==> src/rtl/pwr_sleep_pkg.sv <==
package pwr_sleep_pkg;

    typedef enum logic [1:0] {
        ST_RUN   = 2'd0,
        ST_SLEEP = 2'd1,
        ST_START = 2'd2,
        ST_HOLD  = 2'd3
    } pwr_state_e;

    typedef enum logic [1:0] {
        MD_IDLE  = 2'b00,
        MD_ADCNR = 2'b01,
        MD_PDOWN = 2'b10
    } pwr_mode_e;

    // Reserved code 11 folds onto light idle.
    function automatic pwr_mode_e decode_mode(input logic [1:0] code);
        case (code)
            2'b01:   return MD_ADCNR;
            2'b10:   return MD_PDOWN;
            default: return MD_IDLE;
        endcase
    endfunction

endpackage

==> src/rtl/pwr_wake_filter.sv <==
module pwr_wake_filter
    import pwr_sleep_pkg::*;
(
    input  logic      clk,
    input  logic      rst_n,
    input  logic      armed_i,
    input  pwr_mode_e mode_i,
    input  logic      irq_any_i,
    input  logic      irq_ext_level_i,
    input  logic      irq_pin_chg_i,
    input  logic      irq_adc_done_i,
    input  logic      wdt_timeout_i,
    input  logic      ext_reset_i,
    input  logic      slow_tick_i,
    output logic      wake_o,
    output logic      wake_rst_o
);

    typedef struct packed {
        logic seen;
    } flt_t;

    flt_t d, q;
    logic rst_src;
    logic pin_src;

    always_comb begin
        rst_src = wdt_timeout_i | ext_reset_i;
        pin_src = irq_ext_level_i | irq_pin_chg_i;
        d       = q;
        wake_o  = 1'b0;

        // First sighting of a pin source on a slow tick is remembered;
        // a tick without it wipes the sighting.
        if (!armed_i) begin
            d.seen = 1'b0;
        end else if (slow_tick_i) begin
            d.seen = pin_src;
        end

        case (mode_i)
            MD_ADCNR: wake_o = pin_src | irq_adc_done_i | rst_src;
            MD_PDOWN: wake_o = rst_src | (slow_tick_i & pin_src & q.seen);
            default:  wake_o = irq_any_i | pin_src | irq_adc_done_i | rst_src;
        endcase

        wake_o     = wake_o & armed_i;
        wake_rst_o = rst_src;
    end

    always_ff @(posedge clk or negedge rst_n) begin
        if (!rst_n) begin
            q <= '0;
        end else begin
            q <= d;
        end
    end

endmodule

==> src/rtl/pwr_clk_gate.sv <==
module pwr_clk_gate
    import pwr_sleep_pkg::*;
(
    input  pwr_state_e state_i,
    input  pwr_mode_e  mode_i,
    output logic       cpu_en_o,
    output logic       timer_en_o,
    output logic       adc_en_o,
    output logic       hold_o
);

    logic awake;

    always_comb begin
        awake      = (state_i == ST_RUN) || (state_i == ST_HOLD);
        cpu_en_o   = awake;
        timer_en_o = awake || (mode_i == MD_IDLE);
        adc_en_o   = awake || (mode_i != MD_PDOWN);
        hold_o     = (state_i == ST_HOLD);
    end

endmodule

==> src/rtl/pwr_sleep_ctrl.sv <==
module pwr_sleep_ctrl
    import pwr_sleep_pkg::*;
#(
    parameter int SU_BASE  = 16,
    parameter int SU_SEL_W = 2,
    parameter int HOLD_CYC = 4
) (
    input  logic                clk,
    input  logic                rst_n,
    input  logic                sleep_strobe_i,
    input  logic                sleep_en_i,
    input  logic [1:0]          mode_i,
    input  logic                adc_on_i,
    input  logic                irq_any_i,
    input  logic                irq_ext_level_i,
    input  logic                irq_pin_chg_i,
    input  logic                irq_adc_done_i,
    input  logic                wdt_timeout_i,
    input  logic                ext_reset_i,
    input  logic                slow_tick_i,
    input  logic [SU_SEL_W-1:0] su_sel_i,
    output logic                cpu_clk_en_o,
    output logic                timer_clk_en_o,
    output logic                adc_clk_en_o,
    output logic                cpu_hold_o,
    output logic                irq_take_o,
    output logic                rst_vec_o,
    output logic                adc_start_o
);

    localparam int SU_MAX  = SU_BASE << ((1 << SU_SEL_W) - 1);
    localparam int CNT_MAX = (SU_MAX > HOLD_CYC) ? SU_MAX : HOLD_CYC;
    localparam int CNT_W   = $clog2(CNT_MAX + 1);

    typedef struct packed {
        pwr_state_e       state;
        pwr_mode_e        mode;
        logic [CNT_W-1:0] cnt;
        logic             rst_wake;
        logic             adc_start;
        logic             irq_take;
        logic             rst_vec;
    } ctl_t;

    ctl_t      d, q;
    pwr_mode_e new_mode;
    logic      wake;
    logic      wake_rst;

    pwr_wake_filter u_filter (
        .clk             (clk),
        .rst_n           (rst_n),
        .armed_i         (q.state == ST_SLEEP),
        .mode_i          (q.mode),
        .irq_any_i       (irq_any_i),
        .irq_ext_level_i (irq_ext_level_i),
        .irq_pin_chg_i   (irq_pin_chg_i),
        .irq_adc_done_i  (irq_adc_done_i),
        .wdt_timeout_i   (wdt_timeout_i),
        .ext_reset_i     (ext_reset_i),
        .slow_tick_i     (slow_tick_i),
        .wake_o          (wake),
        .wake_rst_o      (wake_rst)
    );

    pwr_clk_gate u_gate (
        .state_i    (q.state),
        .mode_i     (q.mode),
        .cpu_en_o   (cpu_clk_en_o),
        .timer_en_o (timer_clk_en_o),
        .adc_en_o   (adc_clk_en_o),
        .hold_o     (cpu_hold_o)
    );

    always_comb begin
        new_mode    = decode_mode(mode_i);
        d           = q;
        d.adc_start = 1'b0;
        d.irq_take  = 1'b0;
        d.rst_vec   = 1'b0;

        case (q.state)
            ST_RUN: begin
                if (sleep_strobe_i && sleep_en_i) begin
                    d.state     = ST_SLEEP;
                    d.mode      = new_mode;
                    d.rst_wake  = 1'b0;
                    d.adc_start = adc_on_i && (new_mode != MD_PDOWN);
                end
            end
            ST_SLEEP: begin
                if (wake) begin
                    d.rst_wake = wake_rst;
                    if (q.mode == MD_PDOWN) begin
                        d.state = ST_START;
                        d.cnt   = CNT_W'((SU_BASE << su_sel_i) - 1);
                    end else begin
                        d.state = ST_HOLD;
                        d.cnt   = CNT_W'(HOLD_CYC - 1);
                    end
                end
            end
            ST_START: begin
                if (q.cnt == '0) begin
                    d.state = ST_HOLD;
                    d.cnt   = CNT_W'(HOLD_CYC - 1);
                end else begin
                    d.cnt = q.cnt - 1'b1;
                end
            end
            default: begin
                if (q.cnt == '0) begin
                    d.state    = ST_RUN;
                    d.irq_take = !q.rst_wake;
                    d.rst_vec  = q.rst_wake;
                end else begin
                    d.cnt = q.cnt - 1'b1;
                end
            end
        endcase
    end

    always_ff @(posedge clk or negedge rst_n) begin
        if (!rst_n) begin
            q <= '0;
        end else begin
            q <= d;
        end
    end

    assign irq_take_o  = q.irq_take;
    assign rst_vec_o   = q.rst_vec;
    assign adc_start_o = q.adc_start;

endmodule

==> config.mk <==
export PLATFORM = sky130hd
export DESIGN_NAME = pwr_sleep_ctrl
export DESIGN_NICKNAME = d
export VERILOG_FILES = /design/src/rtl/pwr_sleep_pkg.sv /design/src/rtl/pwr_wake_filter.sv /design/src/rtl/pwr_clk_gate.sv /design/src/rtl/pwr_sleep_ctrl.sv
export SDC_FILE = /design/constraint.sdc
export NUM_CORES = 1
export LEC_CHECK = 0
export ABC_CLOCK_PERIOD_IN_PS = 5500
export BUFFER_PORTS_ARGS = -buffer_cell sky130_fd_sc_hd__buf_2
export CAP_MARGIN = 30
export CORE_MARGIN = 4
export CORE_UTILIZATION = 50
export CTS_CLUSTER_DIAMETER = 120
export DETAILED_ROUTE_END_ITERATION = 16
export PLACE_DENSITY = 0.77
export SYNTH_ARGS = -nofsm -noshare
export SYNTH_HDL_FRONTEND = slang
export SYNTH_SLANG_ARGS = --single-unit
==> constraint.sdc <==
create_clock -name clk -period 5.5 [get_ports clk]
set_input_delay 0.275 -clock clk [delete_from_list [all_inputs] [get_ports clk]]
set_output_delay 0.275 -clock clk [all_outputs]
set_load 0.005 [all_outputs]
# ---- Word level (Yosys, flattened, before mapping)
# Index checks and enable logic that the tools add are counted.
dict set report totals {
  ff_bits 17
  latchBits 0
  mem_bits_rw 0
  mem_bits_ro 0
  input_bits 16
  out_inout_bits 7
  word_cells 73
  mem_count 0
}
dict set report op_classes {
  add_sub_neg 2
  mul 0
  n_div 0
  n_lt_le_gt_ge 0
  eq_ne 14
  shift 1
  n_mux 20
  bitwise 12
  n_reduce_logical 16
}
# cell n
set ops {}
lappend ops {{8-bit two-way mux} 3}
lappend ops {{8-bit case mux with 3 select lines} 1}
lappend ops {{2-bit two-way mux} 6}
lappend ops {{2-bit inequality test (second input constant)} 6}
lappend ops {{9-bit two-way mux} 1}
lappend ops {{2-bit == test (second input constant)} 4}
lappend ops {{8-bit logical NOT} 1}
lappend ops {{1-bit bitwise OR} 8}
lappend ops {{5-bit by 2-bit << shifter with 8-bit output (first input constant)} 1}
lappend ops {{8-bit by 1-bit subtractor with 8-bit output (second input constant)} 1}
lappend ops {{8-bit by 2-bit subtractor with 8-bit output (second input constant)} 1}
lappend ops {{2-bit by 1-bit == test with 1-bit output (second input constant)} 3}
lappend ops {{2-bit case mux with 3 select lines} 1}
lappend ops {{3-bit AND reduction} 2}
lappend ops {{2-bit logical NOT} 2}
lappend ops {{1-bit two-way mux} 4}
lappend ops {{4-bit two-way mux} 1}
lappend ops {{1-bit case mux with 2 select lines} 2}
lappend ops {{2-bit case mux with 2 select lines} 1}
lappend ops {{4-bit AND reduction} 1}
lappend ops {{1-bit bitwise AND} 3}
lappend ops {{1-bit logical OR} 3}
lappend ops {{3-bit by 1-bit inequality test with 1-bit output (second input constant)} 1}
lappend ops {{3-bit nonzero test} 1}
lappend ops {{6 further kinds} 7}

# ---- Logic depth before layout (Yosys ltp)
# Gate-level depths: netlist of run 1.
dict set report logic_depth {
  word_depth 8
  mapped_depth 8
  ltp_nobuf 7
}

# ---- Modules after synthesis
# A second synthesis of run 1 with hierarchy kept.
dict set report unflattened {
  cells_unflattened 126
  hier_area_um2 1199.9
}
# module instances cells_each area_per_inst_um2 seq_area_each_um2
set modules_own_cells {}
lappend modules_own_cells {pwr_sleep_ctrl 1 110 1062.3 400.4}
lappend modules_own_cells {pwr_wake_filter 1 12 108.9 25.0}
lappend modules_own_cells {pwr_clk_gate 1 4 28.8 0.0}

# ---- Least setup slack after synthesis of run 1
# OpenSTA, ideal clock, no wires.
dict set report synth_path {
  path_type {flip-flop to flip-flop}
  startpoint {register q[4] in the netlist's numbering}
  endpoint {register q[9] in the netlist's numbering}
  setup_ns 0.132
  t_arrival_ns 1.859
  required_time_ns 5.368
  setup_slack_ns 3.509
  path_stages_with_launch 9
  n_path_buf 1
  period_less_slack_ns 1.991
  path_cell_list {dfrtp_1 inv_1 ha_1 or3b_2 or2_4 o22ai_4 or2_1 buf_6 o22ai_1}
}
dict set report synth_between {
  elab_chain_len 3
  elab_cells_between_ends 7
  cone_classes {add/sub (1); eq/ne (1); mux (3); reduce/logical (2)}
}
# element line
set synth_lines {}
lappend synth_lines {{start, declared} pwr_sleep_ctrl.sv:45} ;# ctl_t d, q;
lappend synth_lines {{start signal, assigned} pwr_sleep_ctrl.sv:125} ;# q <= '0;
lappend synth_lines {{start signal, assigned} pwr_sleep_ctrl.sv:127} ;# q <= d;
lappend synth_lines {{8-bit by 1-bit subtractor with 8-bit output / 8-bit logical NOT (equally long branches)} n/a}
lappend synth_lines {{8-bit two-way mux, or another cell as far along} pwr_sleep_ctrl.sv:112} ;# if (q.cnt == '0) begin
lappend synth_lines {{8-bit case mux with 3 select lines / 3-bit AND reduction (equally long branches)} n/a}
# Parallel ways exist; a longest one is shown, timed or not. The select of a mux whose other input is x is not followed.
# A chain may end at the register's enable or synchronous reset.

# ---- Worst setup path after layout of run 1
dict set report layout_path {
  startpoint {register q[4] in the netlist's numbering}
  endpoint {register q[4] in the netlist's numbering}
}
# The elaborated chain is that of the path after synthesis.

==> results of run 1 <==
## repair_timing
item	4_1_cts	5_1_grt
resized for setup	0	0
endpoints found under the setup margin	0	0
hold buffers	1	0
buffers inserted	0	0
hold endpoints to repair	17	0
## power groups by stage
stage / registers [mW] / logic (mW) / clock network (mW)
floorplan: 0.128 / 0.00203 / 0
global placement: 0.128 / 0.0104 / 0
detailed placement: 0.128 / 0.0108 / 0
CTS: 0.126 / 0.0114 / 0.0693
global route: 0.126 / 0.0126 / 0.0758
finish: 0.126 / 0.0110 / 0.0686
## logic make-up (layout without fill, tap and decap cells)
group / count (synthesis) / count (layout) / share of synthesized area (%)
compound gates: 40 / 40 / 25.98
fa+ha+maj: 6 / 6 / 6.896
buf+inv: 14 / 38 / 5.747
flops: 17 / 17 / 39.08
mux: 2 / 2 / 1.839
simple gates: 44 / 44 / 20.46
## synthesized netlist by cell type, drive strengths merged (2+ instances only)
library cell / instances
a211oi: 5
o21ai: 11
and3: 2
a32oi: 3
nor2: 13
nand2b: 4
nor3: 2
mux2i: 2
or2: 2
nand2: 10
o31ai: 3
inv: 11
a21oi: 3
nor4: 3
o22ai: 6
nand3: 4
dfrtp: 17
ha: 6
buf: 3
## per-layer routing
metal | vias to the layer above | routed length [um]
met5 | - | 0
met4 | 0 | 53
met3 | 10 | 185
met2 | 49 | 1139
met1 | 472 | 1095
li1 | 502 | -
## path summary, 6_finish.rpt
path	start	end	slack [ns]	cells past startpoint
max	q[4]	q[4]	3.17	7
min	slow_tick_i	u_filter.q	0.17	2
max reg2reg	q[4]	q[4]	3.17	7
min reg2reg	q[3]	irq_take_o	0.48	1
max in group asynchronous	rst_n	q[4]	4.80	2
min in group asynchronous	rst_n	irq_take_o	0.42	2
## stage by stage
step	power (mW)	util (%)	instances	instance area (sq um)	hold WS, ns
after floorplan	0.1300	-	123	1089	-0.02059
after global placement	0.1384	59.90	169	1211	0.2226
after detailed placement	0.1389	59.90	169	1211	0.2246
after CTS	0.2063	61.70	174	1247	0.1748
after global routing	0.2140	61.70	174	1247	0.1777
final	0.2053	61.70	174	1247	0.1724
## flip-flops by register name (all words and copies together), names as in the netlist
| name | cells |
|---|---|
| q | 13 |
| adc_start_o | 1 |
| irq_take_o | 1 |
| rst_vec_o | 1 |
| u_filter.q | 1 |
## cell type report
type	count	area [sq um]	share of cell area, %
multi-input combinational	92	600.6	48.14
sequential	17	425.4	34.10
timing repair buffer	23	120.1	9.629
inverter	11	41.29	3.310
tap	27	33.78	2.708
clock buffer	4	26.28	2.106
==> impl_metrics.tcl, run 1 <==
set metrics [dict create \
    avgViaCountPerCell 5.937 \
    worstPathArrival_ns 2.49 \
    skew_ns 0.003310 \
    cts.sinks 17 \
    syn_to_final_growth_pct 14.60 \
    syn_nets 145 \
    overflow 0 \
    dp_hpwl_mm 1.859 \
    crit_path_end_kind "flop" \
    setup_viol 0 \
    cts.reportedPaths.clkPinSlew_ns 0.10 \
    vias 1033 \
    wl_mm 2.473 \
    core_area_sq_mm 0.002022 \
    grt_pass1_vias 985 \
    ys_seq_elements 17 \
    ir_drop_mv 0.1244 \
    hold_class "in -> reg" \
    layout_commonest_cell "buf_2" \
    rsz0062_at_grt "no" \
    drc 0 \
    layout_common_cells "buf_2, dfrtp_1, nor2_1, inv_1" \
    met3_usage_pct 3.270 \
    antenna_found_initial 0 \
    route.detailed.wl_per_inst_um 14.21 \
    slew_violations 0 \
    synth-edff-count 0 \
    max_freq_mhz 430.0 \
    required_ns 5.67 \
    n_fill_cell 185 \
    maxSlewHeadroom_pct 47.43 \
    cts-root-buf "clkbuf_4" \
    seq_power_share_pct 61.2 \
    met1_usage_pct 23.46 \
    drtIter0Drc 42 \
    die_h_um 54.66 \
    grt_util_met2_pct 31.89 \
    grt_pass1_wl_mm 4.084 \
    outcome "finished, final reports clean" \
    synthTopCellsByArea "dfrtp_1, ha_1, o21ai_0" \
    hold_viol 0 \
    tns_ns 0 \
    die_area_sq_mm 0.002988 \
    drive_above_1_share_pct 19.73 \
    cts_buffer_depth 2 \
    fin_crit_ns 2.325 \
    final_nets 170 \
    netlist_area_sq_mm 0.001089 \
    worst-path-buf-inv 1 \
    slowest_stage "or3b_2" \
    switchingPower_uw 46.39 \
    max_slew.worst_pin.slew_ns 0.7813 \
    cts_buffers 3 \
    cp-start-kind "flop" \
    grt_busiest_layer "met2" \
    grt_max_degree 18 \
    synth.distinct_cells 36 \
    path_class "reg -> reg" \
    start_util_pct 53.84 \
    firstDrtPassIters 4 \
    crit_chain "inv_1 -> ha_1 -> or3b_2 -> or2_4 -> o22ai_4 -> or2_1 -> o21ai_0" \
    syn-instance-count 123 \
    pre_cts_ws_ns 3.234 \
    routabilityCongestion 0.9176 \
    cts_tree "done" \
    leakage_nw 0.5555 \
    crit_fanout 9 \
    drv_cap 0 \
    avgSynthCellArea_sq_um 8.850 \
    clkPwrFrac_pct 33.4 \
    fin_ws_ns 3.175 \
    max_stage_delay_ns 0.48 \
    gr-usage-all-layers_pct 18.92 \
    intPower_uw 158.9 \
    yosysWarningCount 0 \
    insertion_delay_ns 0.29 \
    htree_levels 1 \
    critPathTopFamily "simple AND/OR/NAND/NOR gates" \
    n_antenna_cell 0 \
    pwr-share-comb_pct 5.4 \
    async_flop_share_pct 100.0 \
    ys_seq_area_share_pct 39.08 \
    ys.flop_type "dfrtp_1" \
    netlist.area_leader.share_pct 39.08 \
    power_density_mw_per_mm2 164.6 \
    io_pins 23 \
    fp.dieW_um 54.66 \
    postRouteAntennaNets 0 \
    rows 16 \
    switching_share_pct 22.59 \
    finalCritPeriodShare_pct 42.28 \
    synth_top_cell_by_area "dfrtp_1" \
    io_buffers 22 \
]
No activity file was read; power rests on OpenSTA's default activity.
==> inputs of run 2 (changes only) <==
Settings changed: ABC_CLOCK_PERIOD_IN_PS 5500 to 2100, CORE_UTILIZATION 50 to 48.
Clock period 5.5 ns to 2.1 ns, I/O delays scaled along.
==> run 2 against run 1 <==
  * Combinational power increased to 2.8 times the previous value
  * Total power increased to 2.6 times the previous value
  * Die area increased by 3.5%
  * Non-clock buffer count increased by 8
  * Final cell count increased by 4.6%
==> impl_metrics.tcl, run 2 (synthesized netlist as in run 1, its figures left out) <==
set metrics [dict create \
    start_util_pct 52.79 \
    pwr-share-comb_pct 5.6 \
    rsz0062_at_grt "no" \
    antenna_found_initial 0 \
    cts_buffers 3 \
    htree_levels 1 \
    n_antenna_cell 0 \
    dp_hpwl_mm 1.993 \
    layout_common_cells "buf_2, dfrtp_1, nor2_1, inv_1" \
    avgViaCountPerCell 5.835 \
    seq_power_share_pct 60.7 \
    min_to "adc_start_o" \
    skew_ns 0.006491 \
    firstDrtPassIters 4 \
    insertion_delay_ns 0.30 \
    cts.reportedPaths.clkPinSlew_ns 0.11 \
    largest_reg_flops 13 \
    rows 16 \
    crit_fanout 8 \
    ff2ff_setup_slack_ns 0.18 \
    vias 1062 \
    fin_ws_ns 0.1805 \
    finalCritPeriodShare_pct 91.40 \
    timing.rr.start "q[5]" \
    post_cts_buffers 0 \
    clkPwrFrac_pct 33.7 \
    tns_ns 0 \
    die_area_sq_mm 0.003094 \
    gr-usage-all-layers_pct 17.89 \
    grt_max_degree 18 \
    slew_violations 0 \
    drtIter0Drc 23 \
    syn_to_final_growth_pct 22.76 \
    intPower_uw 414.5 \
    switchingPower_uw 127.5 \
    layout_commonest_cell "buf_2" \
    postRouteAntennaNets 0 \
    path_class "reg -> reg" \
    die_h_um 55.62 \
    setup_viol 0 \
    worstHoldStart "adc_on_i" \
    fp.dieW_um 55.62 \
    max_slew.worst_pin.slew_ns 0.4774 \
    regMostFlops "q" \
    io_buffers 22 \
    hold_class "in -> reg" \
    worstPathArrival_ns 2.15 \
    drv_cap 0 \
    leakage_nw 0.6079 \
    fin_crit_ns 1.919 \
    grt_pass1_wl_mm 4.588 \
    power_density_mw_per_mm2 405.5 \
    n_fill_cell 185 \
    ir_drop_mv 0.4057 \
    fin_util_pct 64.81 \
    cts.sinks 17 \
    io_pins 23 \
    core_area_sq_mm 0.002062 \
    wl_mm 2.657 \
    finalPower_uw 541.9 \
    maxSlewHeadroom_pct 67.89 \
    cts_tree "done" \
    final_nets 178 \
    crit_path_end_kind "flop" \
    route.detailed.wl_per_inst_um 14.60 \
    max_freq_mhz 521.0 \
    cts-root-buf "clkbuf_4" \
    hold_viol 0 \
    pre_cts_ws_ns 0.003962 \
    timing.rr.end "q[11]" \
    hold_depth 3 \
    outcome "finished, final reports clean" \
    overflow 0 \
    switching_share_pct 23.52 \
    drive_above_1_share_pct 27.10 \
    cp-start-kind "flop" \
    cts_buffer_depth 2 \
    required_ns 2.33 \
    r2r_cells 8 \
    grt_pass1_vias 1055 \
    drc 0 \
    routabilityCongestion 0.9096 \
]
run 2: layout make-up:
| type | instances | area, sq um | share of cell area [%] |
|---|---|---|---|
| Clock buffer | 3 | 22.52 | 1.685 |
| Clock inverter | 1 | 5.005 | 0.3745 |
| Multi-Input combinational cell | 92 | 621.8 | 46.54 |
| Inverter | 11 | 41.29 | 3.090 |
| Timing Repair Buffer | 31 | 186.4 | 13.95 |
| Sequential cell | 17 | 425.4 | 31.84 |
| Tap cell | 27 | 33.78 | 2.528 |
run 2: how the worst max path moves through the flow:
stage | startpoint | endpoint | slack, ns | depth (start not counted)
finish | q[5] | q[11] | 0.18 | 8
floorplan | q[4] | q[9] | 0.11 | 8
global route | q[5] | q[11] | 0.08 | 8
CTS | q[5] | q[9] | 0.009 | 7
detailed placement | q[5] | q[5] | 0.004 | 7
global placement | q[5] | q[9] | 0.09 | 7
run 2: through the flow:
| stage | area (sq um) | hold slack [ns] | instances |
|---|---|---|---|
| finish | 1336 | 0.002007 | 182 |
| detailed placement | 1264 | 0.05011 | 176 |
| CTS | 1314 | 0.0006465 | 182 |
| floorplan | 1089 | -0.1906 | 123 |
| global route | 1336 | 0.02199 | 182 |
| global placement | 1264 | 0.04682 | 176 |
run 2: power groups by stage:
| stage | clock [mW] | combinational [mW] | sequential, mW |
|---|---|---|---|
| 2_1_floorplan | 0 | 0.00531 | 0.335 |
| 3_3_place_gp | 0 | 0.0270 | 0.335 |
| 3_5_place_dp | 0 | 0.0279 | 0.335 |
| 4_1_cts | 0.185 | 0.0307 | 0.329 |
| 5_1_grt | 0.201 | 0.0357 | 0.329 |
| 6_report | 0.182 | 0.0304 | 0.329 |
run 2: worst max-delay path: stages, from the launching register on:
cell	delay [ns]
dfrtp_1	0.41
inv_1	0.11
ha_1	0.15
or3b_4	0.40
or2_4	0.28
o22ai_4	0.14
buf_6	0.16
a211oi_1	0.05
o22ai_1	0.14
run 2: metal layers:
| metal | routed length [um] | GRT usage, % | vias to the layer above |
|---|---|---|---|
| met2 | 1290 | 30.24 | 32 |
| met5 | 0 | 0 | - |
| met3 | 164 | 3.016 | 2 |
| li1 | - | - | 515 |
| met4 | 24 | 5.208 | 0 |
| met1 | 1177 | 23.28 | 513 |
run 2: what timing repair did:
item,4_1_cts,5_1_grt
gates resized for setup,1,7
pin swaps,0,0
hold buffers,2,0
setup endpoints to repair,3,8
hold endpoints to repair,18,0
==> inputs of run 3 (changes only) <==
Settings changed: CORE_UTILIZATION 48 to 49, GPL_TIMING_DRIVEN set to 1, PLACE_DENSITY 0.77 to 0.78, SYNTH_HIERARCHICAL set to 1.
==> run 3 against run 2 <==
  * The run now ends with setup timing left
  * Hold slack improved by 0.0068 ns
  * Total power increased to 4.3 times the previous value
  * Non-clock buffer count increased by 1
  * Combinational power increased to 52 times the previous value
  * Utilization decreased by 0.54 points
  * Die area increased by 6.8%
  * Clock skew decreased by 0.0024 ns
  * Via count increased by 6.0%
  * Global-route usage about the same
  * Flip-flop and latch count unchanged
  * Final area increased by 9.5%
  * Clock power about the same
  * Critical endpoint is now q[9]
  * Highest routed layer unchanged
==> impl_metrics.tcl, run 3 <==
set metrics [dict create \
    outcome "finished with violations" \
    violations "setup timing" \
    gr-usage-all-layers_pct 17.92 \
    syn-instance-count 126 \
    netlist.area_leader.share_pct 35.45 \
    required_ns 2.29 \
    design_area_sq_mm 0.001463 \
    syn_nets 149 \
    drv_cap 0 \
    max_slew.worst_pin.slew_ns 0.4175 \
    cts.sinks 17 \
    netlist_top_cells_count "dfrtp_1, inv_1, nand2_1, o21ai_1" \
    largest_reg_flops 13 \
    vias 1126 \
    core_area_sq_mm 0.002276 \
    fp.dieW_um 57.49 \
    route.detailed.wl_per_inst_um 15.06 \
    finalCritPeriodShare_pct 100.1 \
    rows 17 \
    max_freq_mhz 475.7 \
    maxSlewHeadroom_pct 71.77 \
    firstDrtPassIters 4 \
    regMostFlops "q" \
    syn_to_final_growth_pct 21.90 \
    hold_depth 3 \
    final_nets 183 \
    path_class "reg -> reg" \
    layout_commonest_cell "buf_2" \
    yosysWarningCount 6 \
    wl_mm 2.817 \
    skew_ns 0.004090 \
    dp_hpwl_mm 2.109 \
    layout_common_cells "buf_2, dfrtp_1, inv_1, nand2_1" \
    rsz0062_at_grt "yes" \
    io_buffers 22 \
    hold_viol 0 \
    pre_cts_ws_ns 0.02296 \
    drtIter0Drc 17 \
    grt_pass1_vias 1081 \
    crit_fanout 11 \
    ir_drop_mv 0.9575 \
    power_density_mw_per_mm2 1604 \
    htree_levels 1 \
    overflow 0 \
    ff2ff_setup_slack_ns -0.002 \
    netlist_area_sq_mm 0.001200 \
    ys_seq_area_share_pct 35.45 \
    insertion_delay_ns 0.30 \
    die_area_sq_mm 0.003305 \
    placed_cells 180 \
    fin_crit_ns 2.102 \
    fin_ws_ns -0.002079 \
    cts_tree "done" \
    hold_class "in -> reg" \
    r2r_cells 6 \
    n_antenna_cell 0 \
    cts_buffer_depth 2 \
    drive_above_1_share_pct 32.70 \
    leakage_nw 0.7004 \
    avgViaCountPerCell 6.021 \
    cts_buffers 3 \
    start_util_pct 52.72 \
    setup_viol 1 \
    synth-edff-count 0 \
    grt_pass1_wl_mm 4.657 \
    ys_seq_elements 17 \
    synth.distinct_cells 47 \
    placed_area_sq_mm 0.001376 \
    yosysMostFrequentCell "dfrtp_1" \
    postRouteAntennaNets 0 \
    die_h_um 57.49 \
    avgSynthCellArea_sq_um 9.523 \
    worstPathArrival_ns 2.29 \
    drc 0 \
    slew_violations 0 \
    synthTopCellsByArea "dfrtp_1, ha_1, o21ai_1" \
    ys.flop_type "dfrtp_1" \
    instances_no_fill 187 \
    cts-root-buf "clkbuf_4" \
    synth_top_cell_by_area "dfrtp_1" \
    async_flop_share_pct 100.0 \
    antenna_found_initial 0 \
    crit_path_end_kind "flop" \
    grt_max_degree 18 \
    io_pins 23 \
    cts.reportedPaths.clkPinSlew_ns 0.11 \
    cp-start-kind "flop" \
    routabilityCongestion 0.8233 \
]
-- run 3: final cells by class --
cell class / count / area (sq um)
inverters: 10 / 37.54
flip-flops and latches: 17 / 425.4
fillers: 194 / 813.3
multi-input cells: 96 / 745.7
repair buffers: 32 / 191.4
clock buffers: 3 / 22.52
clock inverters: 1 / 5.005
well taps: 28 / 35.03
-- run 3: worst paths after layout --
| path | from | to |
|---|---|---|
| min in group asynchronous | rst_n | q[4] |
| worst max register to register | q[14] | q[9] |
| max in group asynchronous | rst_n | q[12] |
| worst min register to register | u_filter/q | u_filter/q |
| worst max-delay path | q[14] | q[9] |
| worst min-delay path | adc_on_i | adc_start_o |
-- run 3: per-stage QoR --
step | hold slack [ns] | utilization, % | total power, mW | TNS [ns]
2_1_floorplan | -0.1906 | - | 1.684 | 0
3_3_place_gp | 0.04488 | 60.47 | 1.965 | 0
3_5_place_dp | 0.05298 | 60.47 | 2.036 | 0
4_1_cts | 0.01025 | 62.12 | 2.229 | 0
5_1_grt | 0.03456 | 64.27 | 2.551 | -1.170
6_report | 0.008779 | 64.27 | 2.347 | -0.002079
-- run 3: critical path, stage by stage (launching register included) --
cell	delay [ns]
dfrtp_1	0.43
inv_1	0.09
ha_1	0.39
nor4b_1	0.39
a21o_2	0.32
o41ai_2	0.11
a22o_1	0.26
-- run 3: kinds of logic after synthesis --
family | after synthesis | synth area share (%)
flops | 17 | 35.45
mux | 3 | 2.815
buf+inv | 13 | 5.110
simple gates | 42 | 24.40
fa+ha+maj | 7 | 7.299
compound gates | 44 | 24.92
-- run 3: power by group --
group | leakage, nW | switching (mW) | internal (mW) | total, mW
registers | 0.221 | 0.145 | 0.446 | 0.592
clock network | 0.0177 | 0.110 | 0.0710 | 0.181
logic | 0.461 | 0.819 | 0.755 | 1.57
-- run 3: metal layers --
| metal | part of all wire [%] | global-route usage (%) | up-vias |
|---|---|---|---|
| met2 | 52 | 32.42 | 39 |
| li1 | - | - | 539 |
| met1 | 41 | 21.37 | 539 |
| met3 | 4.8 | 2.715 | 9 |
| met4 | 2.4 | 5.960 | 0 |
| met5 | 0 | 0 | - |
-- run 3: repair_timing --
| action | CTS | global route |
|---|---|---|
| setup buffers | 0 | 2 |
| endpoints found under the hold margin | 17 | 0 |
| endpoints found under the setup margin | 0 | 8 |
| gates resized for setup | 0 | 7 |
| hold buffers | 1 | 0 |
